**src/rtl/coh_pkg.sv**
```systemverilog
package coh_pkg;
  typedef enum logic [2:0] {
    EV_RD_HIT  = 3'd0,
    EV_RD_MISS = 3'd1,
    EV_WR_HIT  = 3'd2,
    EV_WR_MISS = 3'd3,
    EV_REPL    = 3'd4
  } ev_e;

  typedef enum logic [1:0] {
    VIC_DTY = 2'd0,
    VIC_SHR = 2'd1,
    VIC_EXC = 2'd2
  } vic_e;

  typedef struct packed {
    logic rd_hit;
    logic rd_miss;
    logic wr_hit;
    logic wr_miss;
    logic repl;
    logic bad;
  } ev_dec_t;
endpackage

```
**src/rtl/coh_evt_decode.sv**
```systemverilog
module coh_evt_decode
  import coh_pkg::*;
(
  input  logic          valid_i,
  input  logic [2:0]    type_i,
  output ev_dec_t       dec_o
);
  always_comb begin
    dec_o = '0;
    if (valid_i) begin
      unique case (type_i)
        EV_RD_HIT:  dec_o.rd_hit  = 1'b1;
        EV_RD_MISS: dec_o.rd_miss = 1'b1;
        EV_WR_HIT:  dec_o.wr_hit  = 1'b1;
        EV_WR_MISS: dec_o.wr_miss = 1'b1;
        EV_REPL:    dec_o.repl    = 1'b1;
        default:    dec_o.bad     = 1'b1;
      endcase
    end
  end
endmodule

```
**src/rtl/coh_next_state.sv**
```systemverilog
module coh_next_state
  import coh_pkg::*;
#(
  parameter int N  = 4,
  parameter int CW = $clog2(N + 1)
) (
  input  ev_dec_t         dec_i,
  input  logic [1:0]      victim_i,
  input  logic [CW-1:0]   inv_i,
  input  logic [CW-1:0]   exc_i,
  input  logic [CW-1:0]   shr_i,
  input  logic [CW-1:0]   dty_i,
  output logic [CW-1:0]   inv_o,
  output logic [CW-1:0]   exc_o,
  output logic [CW-1:0]   shr_o,
  output logic [CW-1:0]   dty_o,
  output logic            reject_o
);
  localparam int SW = CW + 2;

  logic [SW-1:0] i_w, e_w, s_w, d_w;
  logic [SW-1:0] i_n, e_n, s_n, d_n;
  logic          have_inv, have_exc, have_shr, have_dty, have_valid;

  assign i_w = SW'(inv_i);
  assign e_w = SW'(exc_i);
  assign s_w = SW'(shr_i);
  assign d_w = SW'(dty_i);

  assign have_inv   = inv_i != '0;
  assign have_exc   = exc_i != '0;
  assign have_shr   = shr_i != '0;
  assign have_dty   = dty_i != '0;
  assign have_valid = have_exc | have_shr | have_dty;

  always_comb begin
    i_n      = i_w;
    e_n      = e_w;
    s_n      = s_w;
    d_n      = d_w;
    reject_o = 1'b0;
    if (dec_i.bad) begin
      reject_o = 1'b1;
    end else if (dec_i.rd_hit) begin
      reject_o = !have_valid;
    end else if (dec_i.rd_miss) begin
      if (!have_inv) begin
        reject_o = 1'b1;
      end else if (!have_valid) begin
        i_n = i_w - 1'b1;
        e_n = e_w + 1'b1;
      end else if (have_dty) begin
        // dirty owner supplies data and degrades to shared
        i_n = i_w - 1'b1;
        d_n = d_w - 1'b1;
        s_n = s_w + SW'(2);
      end else begin
        i_n = i_w - 1'b1;
        s_n = s_w + e_w + 1'b1;
        e_n = '0;
      end
    end else if (dec_i.wr_hit) begin
      if (have_dty) begin
        reject_o = 1'b0;
      end else if (have_exc) begin
        e_n = e_w - 1'b1;
        d_n = d_w + 1'b1;
      end else if (have_shr) begin
        i_n = i_w + s_w - 1'b1;
        s_n = '0;
        d_n = d_w + 1'b1;
      end else begin
        reject_o = 1'b1;
      end
    end else if (dec_i.wr_miss) begin
      if (!have_inv) begin
        reject_o = 1'b1;
      end else begin
        i_n = i_w + e_w + s_w + d_w - 1'b1;
        e_n = '0;
        s_n = '0;
        d_n = SW'(1);
      end
    end else if (dec_i.repl) begin
      unique case (victim_i)
        VIC_DTY: begin
          reject_o = !have_dty;
          if (have_dty) begin
            d_n = d_w - 1'b1;
            i_n = i_w + 1'b1;
          end
        end
        VIC_SHR: begin
          reject_o = !have_shr;
          if (have_shr) begin
            s_n = s_w - 1'b1;
            i_n = i_w + 1'b1;
          end
        end
        VIC_EXC: begin
          reject_o = !have_exc;
          if (have_exc) begin
            e_n = e_w - 1'b1;
            i_n = i_w + 1'b1;
          end
        end
        default: reject_o = 1'b1;
      endcase
    end
  end

  assign inv_o = i_n[CW-1:0];
  assign exc_o = e_n[CW-1:0];
  assign shr_o = s_n[CW-1:0];
  assign dty_o = d_n[CW-1:0];
endmodule

```
**src/rtl/coh_flag_track.sv**
```systemverilog
module coh_flag_track #(
  parameter int N  = 4,
  parameter int CW = $clog2(N + 1)
) (
  input  logic          clk_i,
  input  logic          rst_ni,
  input  logic [CW-1:0] inv_i,
  input  logic [CW-1:0] exc_i,
  input  logic [CW-1:0] shr_i,
  input  logic [CW-1:0] dty_i,
  output logic          err_o
);
  localparam int SW = CW + 2;

  logic [SW-1:0] total;
  logic          incoherent, sum_bad, err_q;

  assign total      = SW'(inv_i) + SW'(exc_i) + SW'(shr_i) + SW'(dty_i);
  assign sum_bad    = total != SW'(N);
  assign incoherent = (dty_i > CW'(1)) | ((dty_i != '0) & (shr_i != '0));

  always_ff @(posedge clk_i or negedge rst_ni) begin
    if (!rst_ni) err_q <= 1'b0;
    else         err_q <= err_q | incoherent | sum_bad;
  end

  assign err_o = err_q;
endmodule

```
**src/rtl/coh_pop_monitor.sv**
```systemverilog
module coh_pop_monitor
  import coh_pkg::*;
#(
  parameter int N  = 4,
  parameter int CW = $clog2(N + 1)
) (
  input  logic          clk_i,
  input  logic          rst_ni,
  input  logic          ev_valid_i,
  input  logic [2:0]    ev_type_i,
  input  logic [1:0]    victim_i,
  output logic [CW-1:0] inv_cnt_o,
  output logic [CW-1:0] exc_cnt_o,
  output logic [CW-1:0] shr_cnt_o,
  output logic [CW-1:0] dty_cnt_o,
  output logic          illegal_o,
  output logic          unsafe_o
);
  ev_dec_t       dec;
  logic [CW-1:0] inv_q, exc_q, shr_q, dty_q;
  logic [CW-1:0] inv_d, exc_d, shr_d, dty_d;
  logic          reject, illegal_q;

  coh_evt_decode u_dec (
    .valid_i (ev_valid_i),
    .type_i  (ev_type_i),
    .dec_o   (dec)
  );

  coh_next_state #(.N(N), .CW(CW)) u_nxt (
    .dec_i    (dec),
    .victim_i (victim_i),
    .inv_i    (inv_q),
    .exc_i    (exc_q),
    .shr_i    (shr_q),
    .dty_i    (dty_q),
    .inv_o    (inv_d),
    .exc_o    (exc_d),
    .shr_o    (shr_d),
    .dty_o    (dty_d),
    .reject_o (reject)
  );

  always_ff @(posedge clk_i or negedge rst_ni) begin
    if (!rst_ni) begin
      inv_q     <= CW'(N);
      exc_q     <= '0;
      shr_q     <= '0;
      dty_q     <= '0;
      illegal_q <= 1'b0;
    end else begin
      illegal_q <= reject;
      if (!reject) begin
        inv_q <= inv_d;
        exc_q <= exc_d;
        shr_q <= shr_d;
        dty_q <= dty_d;
      end
    end
  end

  coh_flag_track #(.N(N), .CW(CW)) u_flag (
    .clk_i  (clk_i),
    .rst_ni (rst_ni),
    .inv_i  (inv_d),
    .exc_i  (exc_d),
    .shr_i  (shr_d),
    .dty_i  (dty_d),
    .err_o  (unsafe_o)
  );

  assign inv_cnt_o = inv_q;
  assign exc_cnt_o = exc_q;
  assign shr_cnt_o = shr_q;
  assign dty_cnt_o = dty_q;
  assign illegal_o = illegal_q;
endmodule

```
**config.mk**
```make
export PLATFORM = sky130hd
export DESIGN_NAME = coh_pop_monitor
export DESIGN_NICKNAME = d
export VERILOG_FILES = /design/src/rtl/coh_pkg.sv /design/src/rtl/coh_evt_decode.sv /design/src/rtl/coh_next_state.sv /design/src/rtl/coh_flag_track.sv /design/src/rtl/coh_pop_monitor.sv
export SDC_FILE = /design/constraint.sdc
export NUM_CORES = 1
export LEC_CHECK = 0
export ABC_CLOCK_PERIOD_IN_PS = 8700
export BUFFER_PORTS_ARGS = -buffer_cell sky130_fd_sc_hd__buf_4
export CAP_MARGIN = 20
export CORE_UTILIZATION = 66
export DETAILED_ROUTE_END_ITERATION = 7
export PLACE_DENSITY = 0.94
export SETUP_SLACK_MARGIN = 0.2
export SKIP_LAST_GASP = 1
export SYNTH_ARGS = -nofsm -noshare
export SYNTH_HDL_FRONTEND = slang
export SYNTH_SLANG_ARGS = --single-unit
```
**constraint.sdc**
```tcl
create_clock -name clk_i -period 8.7 [get_ports clk_i]
set_clock_uncertainty 0.05 [all_clocks]
set_input_delay 1.74 -clock clk_i [delete_from_list [all_inputs] [get_ports clk_i]]
set_output_delay 1.74 -clock clk_i [all_outputs]
set_load 0.03 [all_outputs]
```
# After elaboration in Yosys (flattened, before gate mapping)
# Index checks and enable logic that the tools add are counted.
# totals
wordCells,127
output_inout_bits,14
inputBits,8
reg_bits,14
# classes
reduce_logical,13
mux,75
bitwise_logic,6
add_sub_neg,19
eq_ne,7
order_cmp,1
# op_table
operator,count
$mux 3,56
$reduce_bool 3->1,6
$sub 3x1->3 const B,6
$mux 1,16
$add 3x3->3,5
$add 3x1->3 const B,4
$add 5x3->5,2
$pmux 3 s3,1
$eq 3x2->1 const B,2
$mux 6,1
$ne 5x3->1 const B,1
$or 1x1->1,5
$reduce_or 5->1,1
$add 3x3->4,1
$logic_not 1->1,4
$add 3x2->3 const B,1
$eq 3x1->1 const B,1
$eq 3x3->1 const B,1
$gt 3x1->1 const B,1
$logic_not 3->1,1
$pmux 1 s3,1
$eq 2x1->1 const B,1
$eq 2x2->1 const B,1
$logic_not 2->1,1
$and 1x1->1,1

# Logic depth before layout (Yosys ltp)
# Gate-level depths: netlist (run 1).
# logic_depth
word_depth,15
mapped_depth,22

# Modules after synthesis
# From an unflattened synthesis (run 1), not the netlist that was laid out.
# hier_totals
cells_unflattened,297
area_unflattened_um2,2539.9
# modules_own_cells
mod,cells_each,area_per_inst_um2,instances,seq_area_each_um2
coh_next_state,247,1706.6,1,0.0
coh_pop_monitor,26,510.5,1,326.6
coh_flag_track,18,249.0,1,25.0
coh_evt_decode,6,73.8,1,0.0

# Worst setup path before layout (run 1)
# No wires, ideal clock.
# synth_path
path_kind,flip-flop to flip-flop
start,register exc_q[1] (netlist: exc_cnt_o[1])
end,register u_flag.err_q (netlist: u_flag.err_o)
setup_time_ns,0.129
path_stages_with_launch,19
required_ns,8.521
setup_slack_ns,3.339
path_buffers,0
period_less_slack_ns,5.361
arrival_time_ns,5.183
cell_sequence,dfrtp_1 -> inv_1 -> ha_1 -> fa_1 -> fa_1 -> inv_1 -> ha_1 -> nand2_1 -> o21ai_0 -> a21oi_1 -> a221o_1 -> a31oi_1 -> fa_1 -> fa_1 -> ha_1 -> fa_1 -> o21ai_0 -> nand3_1 -> a2111o_1
# synth_via
elab_chain_len,15
elab_cells_between_ends,63
classes_between,add/sub (11); order compare (1); eq/ne (1); mux (41); bitwise (6); reduce/logical (3)
# synth_rtl
element,line_no,rtl
"start, declared",coh_pop_monitor.sv:20,"logic [CW-1:0] inv_q, exc_q, shr_q, dty_q;"
"start signal, assigned",coh_pop_monitor.sv:47,exc_q <= '0;
"start signal, assigned",coh_pop_monitor.sv:55,exc_q <= exc_d;
$add 3x3->3 (3 in series),coh_next_state.sv:79,i_n = i_w + e_w + s_w + d_w - 1'b1;
$sub 3x1->3,coh_next_state.sv:79,
$mux 3,coh_next_state.sv:76,if (!have_inv) begin
$mux 3,coh_next_state.sv:75,end else if (dec_i.wr_miss) begin
$mux 3 (*),coh_next_state.sv:62,end else if (dec_i.wr_hit) begin
$mux 3 (*),coh_next_state.sv:46,end else if (dec_i.rd_miss) begin
$mux 3 (*),coh_next_state.sv:44,end else if (dec_i.rd_hit) begin
$mux 3 (*),coh_next_state.sv:42,if (dec_i.bad) begin
named net inv_d[1],coh_pop_monitor.sv:21,"logic [CW-1:0] inv_d, exc_d, shr_d, dty_d;"
$add 3x3->4 (*),coh_flag_track.sv:18,assign total = SW'(inv_i) + SW'(exc_i) + SW'(shr_i) + SW'(dty_i);
$add 5x3->5 (*) (2 in series),coh_flag_track.sv:18,
$ne 5x3->1 (*),coh_flag_track.sv:19,assign sum_bad = total != SW'(N);
$or 1x1->1 (*),coh_flag_track.sv:24,else err_q <= err_q | incoherent | sum_bad;
"end signal, assigned",coh_flag_track.sv:24,
"end, declared",coh_flag_track.sv:16,"logic incoherent, sum_bad, err_q;"
# Mark *: on every way through the listed nets, which the timed path passes. The rest lies on a longest branch.
# A chain may end at the register's enable or synchronous reset.

# Worst setup path after layout (run 1)
# Same ends and word-level chain as after synthesis.

==> impl_metrics.tcl, run 1 <==
set metrics [dict create \
    ioPinCount 22 \
    die-area_um2 3780 \
    synth_edf_count 0 \
    tns_ps 0 \
    cts_inserted_buffers 3 \
    rsz0062_at_grt "no" \
    async_reset_ff_share_pct 100 \
    initial_core_util_pct 69.4 \
    r2r-end "u_flag.err_o$_DFF_PN0_" \
    fin_crit_sh_pct 65.5 \
    cts_setup_buffers 0 \
    r2r-start "exc_cnt_o[1]$_DFFE_PN0N_" \
    status "complete, no violations" \
    final_cell_mix "ha_1, a21oi_1, buf_4" \
    routed_via_density 7.05 \
    synthDistinctLibCells 64 \
    worst_r2r_path_depth 18 \
    min_to "u_flag.err_o$_DFF_PN0_" \
    grt_pass1_wl_um 10500 \
    die_x_um 61.5 \
    cp-start-kind "flop" \
    synth_nets 325 \
    cp_cell_sequence "inv_1, ha_1, fa_1, fa_1, inv_1, ha_1, xnor2_1, xnor2_1, xnor2_1, a221oi_1, a21oi_1, ha_1, xor2_1, fa_1, fa_1, o21ai_0, nand3_1, a2111o_1" \
    grt_use_total_pct 39.7 \
    cts_tree "done" \
    drive_above_1_share_pct 13.0 \
    htree_num_levels 1 \
    min_from "u_flag.err_o$_DFF_PN0_" \
    cts.sinks 14 \
    die_y_um 61.5 \
    grt_max_degree 23 \
    final_area_um2 2500 \
    grt_pass1_vias 2082 \
    dpl.hpwl_um 5340 \
    layout_commonest_cell "ha_1" \
    yosysWarnings 0 \
    vias 2382 \
    synth.ff_latch_count 14 \
    antenna_cells 0 \
    coreArea_um2 3360 \
    worst_slew_pin_slew_ps 760 \
    gp_congestion 1.02 \
    slew_headroom_pct 48.8 \
    pwr_density_cell_nw_per_um2 427 \
    cts.clk_slew.worst_paths_ps 100 \
    first_pass_iters 5 \
    cp.arrival_ps 5820 \
    vdd_drop_max_v 0.000268 \
    wl_per_cell_um 20.3 \
    syn_area_per_cell_um2 8.28 \
    cts_resized 0 \
    whs_ps 595 \
    finalMaxSlewViolations 0 \
    hold_viol_final 0 \
    fmax_mhz 176 \
    worst_setup_path_end_kind "flop" \
    post-route-drc-count 0 \
    synth_area_um2 2330 \
    area_delta_synth_final_pct 7.18 \
    power.leakage_nw 1.08 \
    grt_overflow 0 \
    setup_viol 0 \
    cts-root-buf "clkbuf_4" \
    r2r_slack_ps 3010 \
    required_ps 8820 \
    crit_top_cell "fa_1" \
    synth_area_leaders "ha_1, dfrtp_1, fa_1, a21oi_1, xnor2_1" \
    antenna_found_initial 0 \
    path_max_fanout 6 \
    ys_seq_area_share_pct 15.1 \
    cp_slowest_cell "fa_1" \
    drt.antenna.violating_nets 0 \
    hold_path_depth 3 \
    hold_buffers 0 \
    rows 21 \
    routed_wl_um 6860 \
    portBuffers 21 \
    dr.first_iter.drc_count 234 \
    syn_inst 282 \
    min_period_ps 5690 \
    worstSkewPairLatency_ps 300 \
    critPathKind "flop to flop" \
    yosysTopAreaCell "ha_1" \
    synth_top_area_share_pct 14.5 \
    max_cap_violations 0 \
    hold_class "flop to flop" \
    nNetsFinal 336 \
    ys.flop_type "dfrtp_1" \
    place_area_um2 2480 \
    max_stage_delay_ps 530 \
    clockBufferDepth 2 \
]
==> per-stage QoR <==
step / utilization (%) / total power [mW] / instances / worst slack (ps)
floorplan: - / 0.781 / 282 / 3340
CTS: 74.4 / 1.05 / 338 / 3070
detailed placement: 73.6 / 1.01 / 334 / 2900
finish: 74.4 / 1.07 / 338 / 3010
global placement: 73.6 / 0.976 / 334 / 2990
global route: 74.4 / 1.17 / 338 / 2760
==> flip-flops by register name (all words and copies together) (netlist names) <==
register and count:
dty_cnt_o 3, u_flag.err_o 1, exc_cnt_o 3, inv_cnt_o 3, illegal_o 1, shr_cnt_o 3
==> power by group <==
group	total, mW	internal (mW)	switching (mW)
Sequential	0.158	0.0929	0.0655
Combinational	0.869	0.360	0.508
Clock	0.0417	0.0179	0.0238
Total	1.07	0.471	0.598
==> layer usage <==
layer | wire (um) | up-vias | share of wire (%) | GRT usage [%]
li1 | - | 1078 | - | -
met1 | 2610 | 1075 | 38 | 51.4
met2 | 3050 | 180 | 44 | 61.8
met3 | 829 | 49 | 12 | 10.5
met4 | 372 | 0 | 5.4 | 18.4
met5 | 0 | - | 0 | 0
==> synthesized netlist by cell type, types with 3 or more instances <==
library cell / number
xnor2_1: 10
nand2_1: 21
nor2b_1: 7
nand4bb_1: 3
nor4_1: 3
clkbuf_1: 6
nand3_1: 9
o2111ai_1: 3
nand2b_1: 5
nor3_1: 5
a21oi_1: 24
o22ai_1: 3
o32ai_1: 4
o211ai_1: 3
fa_1: 8
xor2_1: 5
dfrtp_1: 13
a211oi_2: 3
o21ai_0: 13
buf_2: 8
nor2_1: 21
ha_1: 27
inv_1: 15
nor3b_1: 3
a31oi_1: 3
nand3b_1: 3
a211oi_1: 3
a22oi_1: 4
==> critical path: cells and delay by family (launching register included) <==
kind            cells  cell delay [ps]
flops               1              460
buf+inv             2              220
fa+ha+maj           7             2880
simple gates        1               90
xor+xnor            4              730
compound gates      4             1120
==> worst max-delay path by stage <==
| stage | slack [ps] | cells after the start | startpoint | endpoint |
|---|---|---|---|---|
| finish | 3010 | 18 | exc_cnt_o[1]$_DFFE_PN0N_ | u_flag.err_o$_DFF_PN0_ |
| global route | 2760 | 18 | exc_cnt_o[1]$_DFFE_PN0N_ | u_flag.err_o$_DFF_PN0_ |
| CTS | 3070 | 18 | exc_cnt_o[1]$_DFFE_PN0N_ | u_flag.err_o$_DFF_PN0_ |
| detailed placement | 2900 | 14 | ev_type_i[2] | u_flag.err_o$_DFF_PN0_ |
| global placement | 2990 | 14 | ev_type_i[0] | u_flag.err_o$_DFF_PN0_ |
| floorplan | 3340 | 18 | exc_cnt_o[1]$_DFFE_PN0N_ | u_flag.err_o$_DFF_PN0_ |
==> layout make-up <==
class	count	area (um2)
Multi-Input combinational cell	236	1840
Tap cell	46	57.6
Inverter	15	56.3
Clock buffer	4	26.3
Sequential cell	14	352
Timing Repair Buffer	23	173
Fill cell	267	861
==> cells by family after synthesis <==
group                    count (synthesis)  synth area share [%]
flip-flops                              14                  15.1
AND/OR/NAND/NOR                         96                  23.7
AO/OA/AOI/OAI                           86                  26.2
multiplexers                             4                  1.82
XOR/XNOR                                15                  5.63
adder cells (fa/ha/maj)                 35                  21.3
buffers and inverters                   32                  6.22
Note: power is estimated with default switching activity, not from simulation.
==> inputs of run 2 (changes only) <==
- ABC_CLOCK_PERIOD_IN_PS: 8700 -> 4900
- CORE_UTILIZATION: 66 -> 55
- PLACE_DENSITY: 0.94 -> 0.85
- clock period: 8.7 -> 4.9 ns (I/O delays scaled with it)
==> run 2 against run 1 <==
Against the previous run: the flow now finishes with violations (negative setup slack); power rose by 110%; final cell count rose by 11%; utilization fell by 3.0 points; setup slack got worse by 3100 ps; sequential share of layout area fell by 1.6 points; count of clock-buffer cells in the layout did not move; wire length rose by 12%; register-to-register slack got worse by 3100 ps; via count rose by 6.6%; highest routed layer unchanged; first-iteration DRC count rose by 31%; final area rose by 15%.
==> impl_metrics.tcl, run 2 (synthesized netlist as in run 1, its figures left out) <==
set metrics [dict create \
    worst_r2r_path_depth 17 \
    total_power_mw 2.19 \
    cts_inserted_buffers 3 \
    die_x_um 67.2 \
    violations "negative setup slack" \
    clockBufferDepth 2 \
    place_area_um2 2770 \
    p_clk_share_pct 5.5 \
    min_period_ps 4960 \
    seqCellArea_um2 358 \
    switching_power_mw 1.15 \
    path_max_fanout 2 \
    cts_tree "done" \
    p_comb_share_pct 84.0 \
    setup_ws_ps -57.1 \
    antenna_cells 0 \
    coreArea_um2 4030 \
    dr.first_iter.drc_count 306 \
    grt_overflow 0 \
    die-area_um2 4510 \
    dpl.hpwl_um 5960 \
    vias 2539 \
    drt.antenna.violating_nets 0 \
    grt_pass1_wl_um 12200 \
    worst_setup_path_end_kind "flop" \
    gp_congestion 1.01 \
    antenna_found_initial 0 \
    grt_pass1_vias 2447 \
    drive_above_1_share_pct 28.5 \
    layout_commonest_cell "buf_4" \
    routed_wl_um 7660 \
    setup_viol 1 \
    finalMaxSlewViolations 0 \
    post-route-drc-count 0 \
    cts.clk_slew.worst_paths_ps 60 \
    rows 23 \
    nNetsFinal 370 \
    power.leakage_nw 1.26 \
    seqPwrFrac_pct 10.5 \
    cp.arrival_ps 5040 \
    vdd_drop_max_v 0.000294 \
    switching_share_pct 52.3 \
    initial_core_util_pct 58.0 \
    portBuffers 21 \
    required_ps 4990 \
    r2r-start "exc_cnt_o[1]$_DFFE_PN0N_" \
    worst_slew_pin_slew_ps 686 \
    multi_input_area_um2 1910 \
    worstSkewPairLatency_ps 260 \
    cts.sinks 14 \
    post-place-ws_ps -100 \
    htree_num_levels 1 \
    whs_ps 520 \
    ioPinCount 22 \
    max_cap_violations 0 \
    status "complete, but fails checks" \
    first_pass_iters 6 \
    tns_ps -57.1 \
    area_delta_synth_final_pct 23.3 \
    cp-start-kind "flop" \
    final_area_um2 2880 \
    cts-root-buf "clkbuf_8" \
    r2r-end "u_flag.err_o$_DFF_PN0_" \
    die_y_um 67.2 \
    wl_per_cell_um 20.4 \
    final_cell_mix "buf_4, a21oi_1, ha_1" \
    rsz0062_at_grt "yes" \
    hold_viol_final 0 \
    routed_via_density 6.75 \
    r2r_slack_ps -60 \
    critPathKind "flop to flop" \
    pwr_density_cell_nw_per_um2 762 \
    fin_crit_sh_pct 101 \
    intPower_mw 1.05 \
    nFillCells 328 \
    fmax_mhz 202 \
    slew_headroom_pct 53.8 \
    grt_max_degree 19 \
    hold_class "input pin to asynchronous set/reset pin" \
    grt_use_total_pct 37.5 \
]
## run 2: cell types whose count changed in the layout (fill, tap and decap cells not counted), sizes merged
cell,previous run,this run
buf,23,57
## run 2: how the worst max path moves through the flow
stage | startpoint | to | cells after the start
detailed placement | exc_cnt_o[1]$_DFFE_PN0N_ | u_flag.err_o$_DFF_PN0_ | 17
finish | exc_cnt_o[1]$_DFFE_PN0N_ | u_flag.err_o$_DFF_PN0_ | 17
global route | exc_cnt_o[1]$_DFFE_PN0N_ | u_flag.err_o$_DFF_PN0_ | 20
floorplan | exc_cnt_o[1]$_DFFE_PN0N_ | u_flag.err_o$_DFF_PN0_ | 17
global placement | exc_cnt_o[1]$_DFFE_PN0N_ | u_flag.err_o$_DFF_PN0_ | 17
CTS | exc_cnt_o[1]$_DFFE_PN0N_ | u_flag.err_o$_DFF_PN0_ | 17
## run 2: critical path: stages, from the launching register on
cell	delay, ps
dfrtp_2	420
inv_4	70
ha_4	200
fa_1	460
fa_1	510
inv_1	50
ha_1	270
nand2_1	40
o21ai_1	90
a21oi_1	90
a221o_1	360
a31oi_4	210
fa_2	480
fa_1	450
ha_2	200
fa_2	520
nand3_1	60
a2111o_1	300
## run 2: layer usage
layer	share of wire (%)	global-route usage, %	vias up	routed length (um)
met5	0	0	-	0
met4	5.2	21.5	0	400
met3	10	8.61	41	789
met2	46	59.1	173	3560
met1	38	46.7	1177	2910
li1	-	-	1148	-
## run 2: metrics by stage
stage | util [%] | cells
6_report | 71.4 | 376
5_1_grt | 71.4 | 376
2_1_floorplan | - | 282
3_5_place_dp | 68.8 | 371
3_3_place_gp | 68.8 | 371
4_1_cts | 70.4 | 375
## run 2: final cells by class
class / instances / area share [%]
clock buffers: 4 / 1.91
inverters: 15 / 2.13
multi-input cells: 236 / 66.5
flip-flops and latches: 14 / 12.4
well taps: 50 / 2.17
repair buffers: 57 / 14.9
## run 2: power groups by stage
stage                     Combinational, mW  Sequential, mW  Clock (mW)
after global placement                 1.65           0.228           0
final                                  1.84           0.231       0.120
after CTS                              1.76           0.229       0.122
after global routing                   2.03           0.234       0.126
after floorplan                        1.11           0.329           0
after detailed placement               1.74           0.231           0
## run 2: repair_timing
| item | CTS | global route |
|---|---|---|
| resized for setup | 1 | 5 |
| hold buffers | 0 | 0 |
| pin swaps | 3 | 7 |
| setup endpoints to repair | 1 | 1 |
| setup buffers | 0 | 1 |
==> inputs of run 3 (changes only) <==
- CELL_PAD_IN_SITES_DETAIL_PLACEMENT: default -> 0
- CELL_PAD_IN_SITES_GLOBAL_PLACEMENT: default -> 1
- CORE_MARGIN: default -> 4
- CORE_UTILIZATION: 55 -> 42
- SYNTH_HIERARCHICAL: default -> 1
==> run 3 against run 2 <==
Against the previous run: power up 11%; maximum frequency rose by 3.4%; clock power fell by 13%; die area rose by 63%; setup slack improved by 160 ps; largest cell class unchanged; sequential cell count unchanged; the run now ends clean; highest routed layer unchanged.
==> impl_metrics.tcl, run 3 <==
set metrics [dict create \
    seqCellArea_um2 357 \
    dr.first_iter.drc_count 345 \
    synth_most_common_cell "ha_1" \
    vias 2577 \
    grt_overflow 0 \
    fin_util_pct 51.7 \
    grt_util_met1_pct 32.4 \
    required_ps 4990 \
    cts_tree "done" \
    cp.arrival_ps 4880 \
    final_area_um2 3040 \
    die_x_um 85.8 \
    hold_buffers 0 \
    multi_input_area_um2 2050 \
    ioPinCount 22 \
    synth_area_um2 2540 \
    synth_nets 339 \
    routed_via_density 6.29 \
    cts.clk_slew.worst_paths_ps 70 \
    cts-root-buf "clkbuf_8" \
    max_cap_violations 0 \
    rows 28 \
    drt.antenna.violating_nets 0 \
    dp.cells 405 \
    worst_slew_pin_slew_ps 528 \
    antenna_found_initial 0 \
    syn_area_per_cell_um2 8.55 \
    die_y_um 85.8 \
    async_reset_ff_share_pct 100 \
    portBuffers 21 \
    setup_viol 0 \
    final_cell_mix "buf_4, ha_1, nand2_1, a21oi_1, inv_1" \
    die-area_um2 7360 \
    post-place-ws_ps 91.8 \
    clockBufferDepth 2 \
    htree_num_levels 1 \
    dpl.hpwl_um 6040 \
    met3_usage_pct 3.75 \
    status "complete, no violations" \
    grt_use_total_pct 22.9 \
    post-route-drc-count 0 \
    yosysWarnings 6 \
    setup_ws_ps 107 \
    rsz0062_at_grt "yes" \
    fmax_mhz 209 \
    cp-start-kind "flop" \
    initial_core_util_pct 43.2 \
    top_usage_layer "met2" \
    first_pass_iters 5 \
    routed_wl_um 8020 \
    synth_edf_count 0 \
    synthDistinctLibCells 75 \
    layout_commonest_cell "buf_4" \
    syn_inst 297 \
    wl_per_cell_um 19.6 \
    slew_headroom_pct 64.3 \
    synthTopCellsByCount "ha_1, inv_1, a21oi_1" \
    worstSkewPairLatency_ps 250 \
    grt_max_degree 19 \
    grt_pass1_wl_um 13200 \
    nFillCells 573 \
    ys_seq_area_share_pct 13.8 \
    coreArea_um2 5890 \
    antenna_cells 0 \
    power.leakage_nw 1.35 \
    fin_crit_sh_pct 97.8 \
    nNetsFinal 378 \
    finalMaxSlewViolations 0 \
    cts.sinks 14 \
    synth.ff_latch_count 14 \
    total_power_mw 2.43 \
    area_delta_synth_final_pct 19.9 \
    tns_ps 0 \
    drive_above_1_share_pct 30.7 \
    path_max_fanout 4 \
    whs_ps 520 \
    cts_inserted_buffers 3 \
    pwr_density_cell_nw_per_um2 798 \
    hold_class "input pin to asynchronous set/reset pin" \
    critPathKind "flop to flop" \
    met2_usage_pct 36.2 \
    synth_top_area_share_pct 12.8 \
    stdcell_count 410 \
    place_area_um2 2970 \
    worst_setup_path_end_kind "flop" \
    gp_congestion 0.926 \
    synth_area_leaders "dfrtp_1, ha_1, fa_1, mux2_4, a21oi_1" \
    ys.flop_type "dfrtp_1" \
    grt_pass1_vias 2512 \
    vdd_drop_max_v 0.000593 \
    min_period_ps 4790 \
    yosysTopAreaCell "dfrtp_1" \
    hold_viol_final 0 \
]
run 3: worst paths after layout:
kind / startpoint / slack (ps) / to / depth (start not counted)
worst min register to register: u_flag/err_o$_DFF_PN0_ / 600 / u_flag/err_o$_DFF_PN0_ / 3
worst max register to register: exc_cnt_o[1]$_DFFE_PN0N_ / 110 / u_flag/err_o$_DFF_PN0_ / 18
min in group clk_i: u_flag/err_o$_DFF_PN0_ / 600 / u_flag/err_o$_DFF_PN0_ / 3
worst max-delay path: exc_cnt_o[1]$_DFFE_PN0N_ / 110 / u_flag/err_o$_DFF_PN0_ / 18
worst min-delay path: rst_ni / 520 / u_flag/err_o$_DFF_PN0_ / 1
max in group asynchronous: rst_ni / 4030 / inv_cnt_o[2]$_DFFE_PN1N_ / 1
run 3: area by class of cell:
type / count / area share, %
inverter: 24 / 2.96
clock buffer: 4 / 1.48
timing repair buffer: 54 / 13.3
tap: 75 / 3.08
multi-input combinational: 239 / 67.4
sequential: 14 / 11.7
run 3: cells by family after synthesis:
logic type                 synth area share (%)
adders and majority gates                  19.4
xor gates and xnor gates                   5.02
AOI/OAI and AO/OA                          23.7
buffers and inverters                      7.64
and+or+nand+nor                            20.8
DFF                                        13.8
muxes                                      9.51
run 3: critical path: stages, from the launching register on:
cell and delay (ps):
dfrtp_2 370, inv_2 70, ha_4 260, inv_1 40
fa_1 470, inv_1 50, fa_1 470, inv_1 40
ha_2 170, xnor2_2 160, xnor2_2 140, xnor2_1 140
nand3_1 150, a2bb2oi_4 240, fa_1 470, fa_1 520
fa_1 500, o2111ai_1 100, a221o_1 280
run 3: what timing repair did:
action	4_1_cts	5_1_grt
setup endpoints to repair	1	1
gates resized for setup	1	2
pin swaps	0	5
buffers inserted	0	1
run 3: per-layer routing:
layer,part of all wire (%),wire [um]
met1,43,3470
met2,46,3720
met3,8.3,664
met4,2.1,172
met5,0,0
run 3: power by group:
group	internal, mW	switching, mW
combinational	0.954	1.13
clock	0.0576	0.0466
sequential	0.171	0.0691
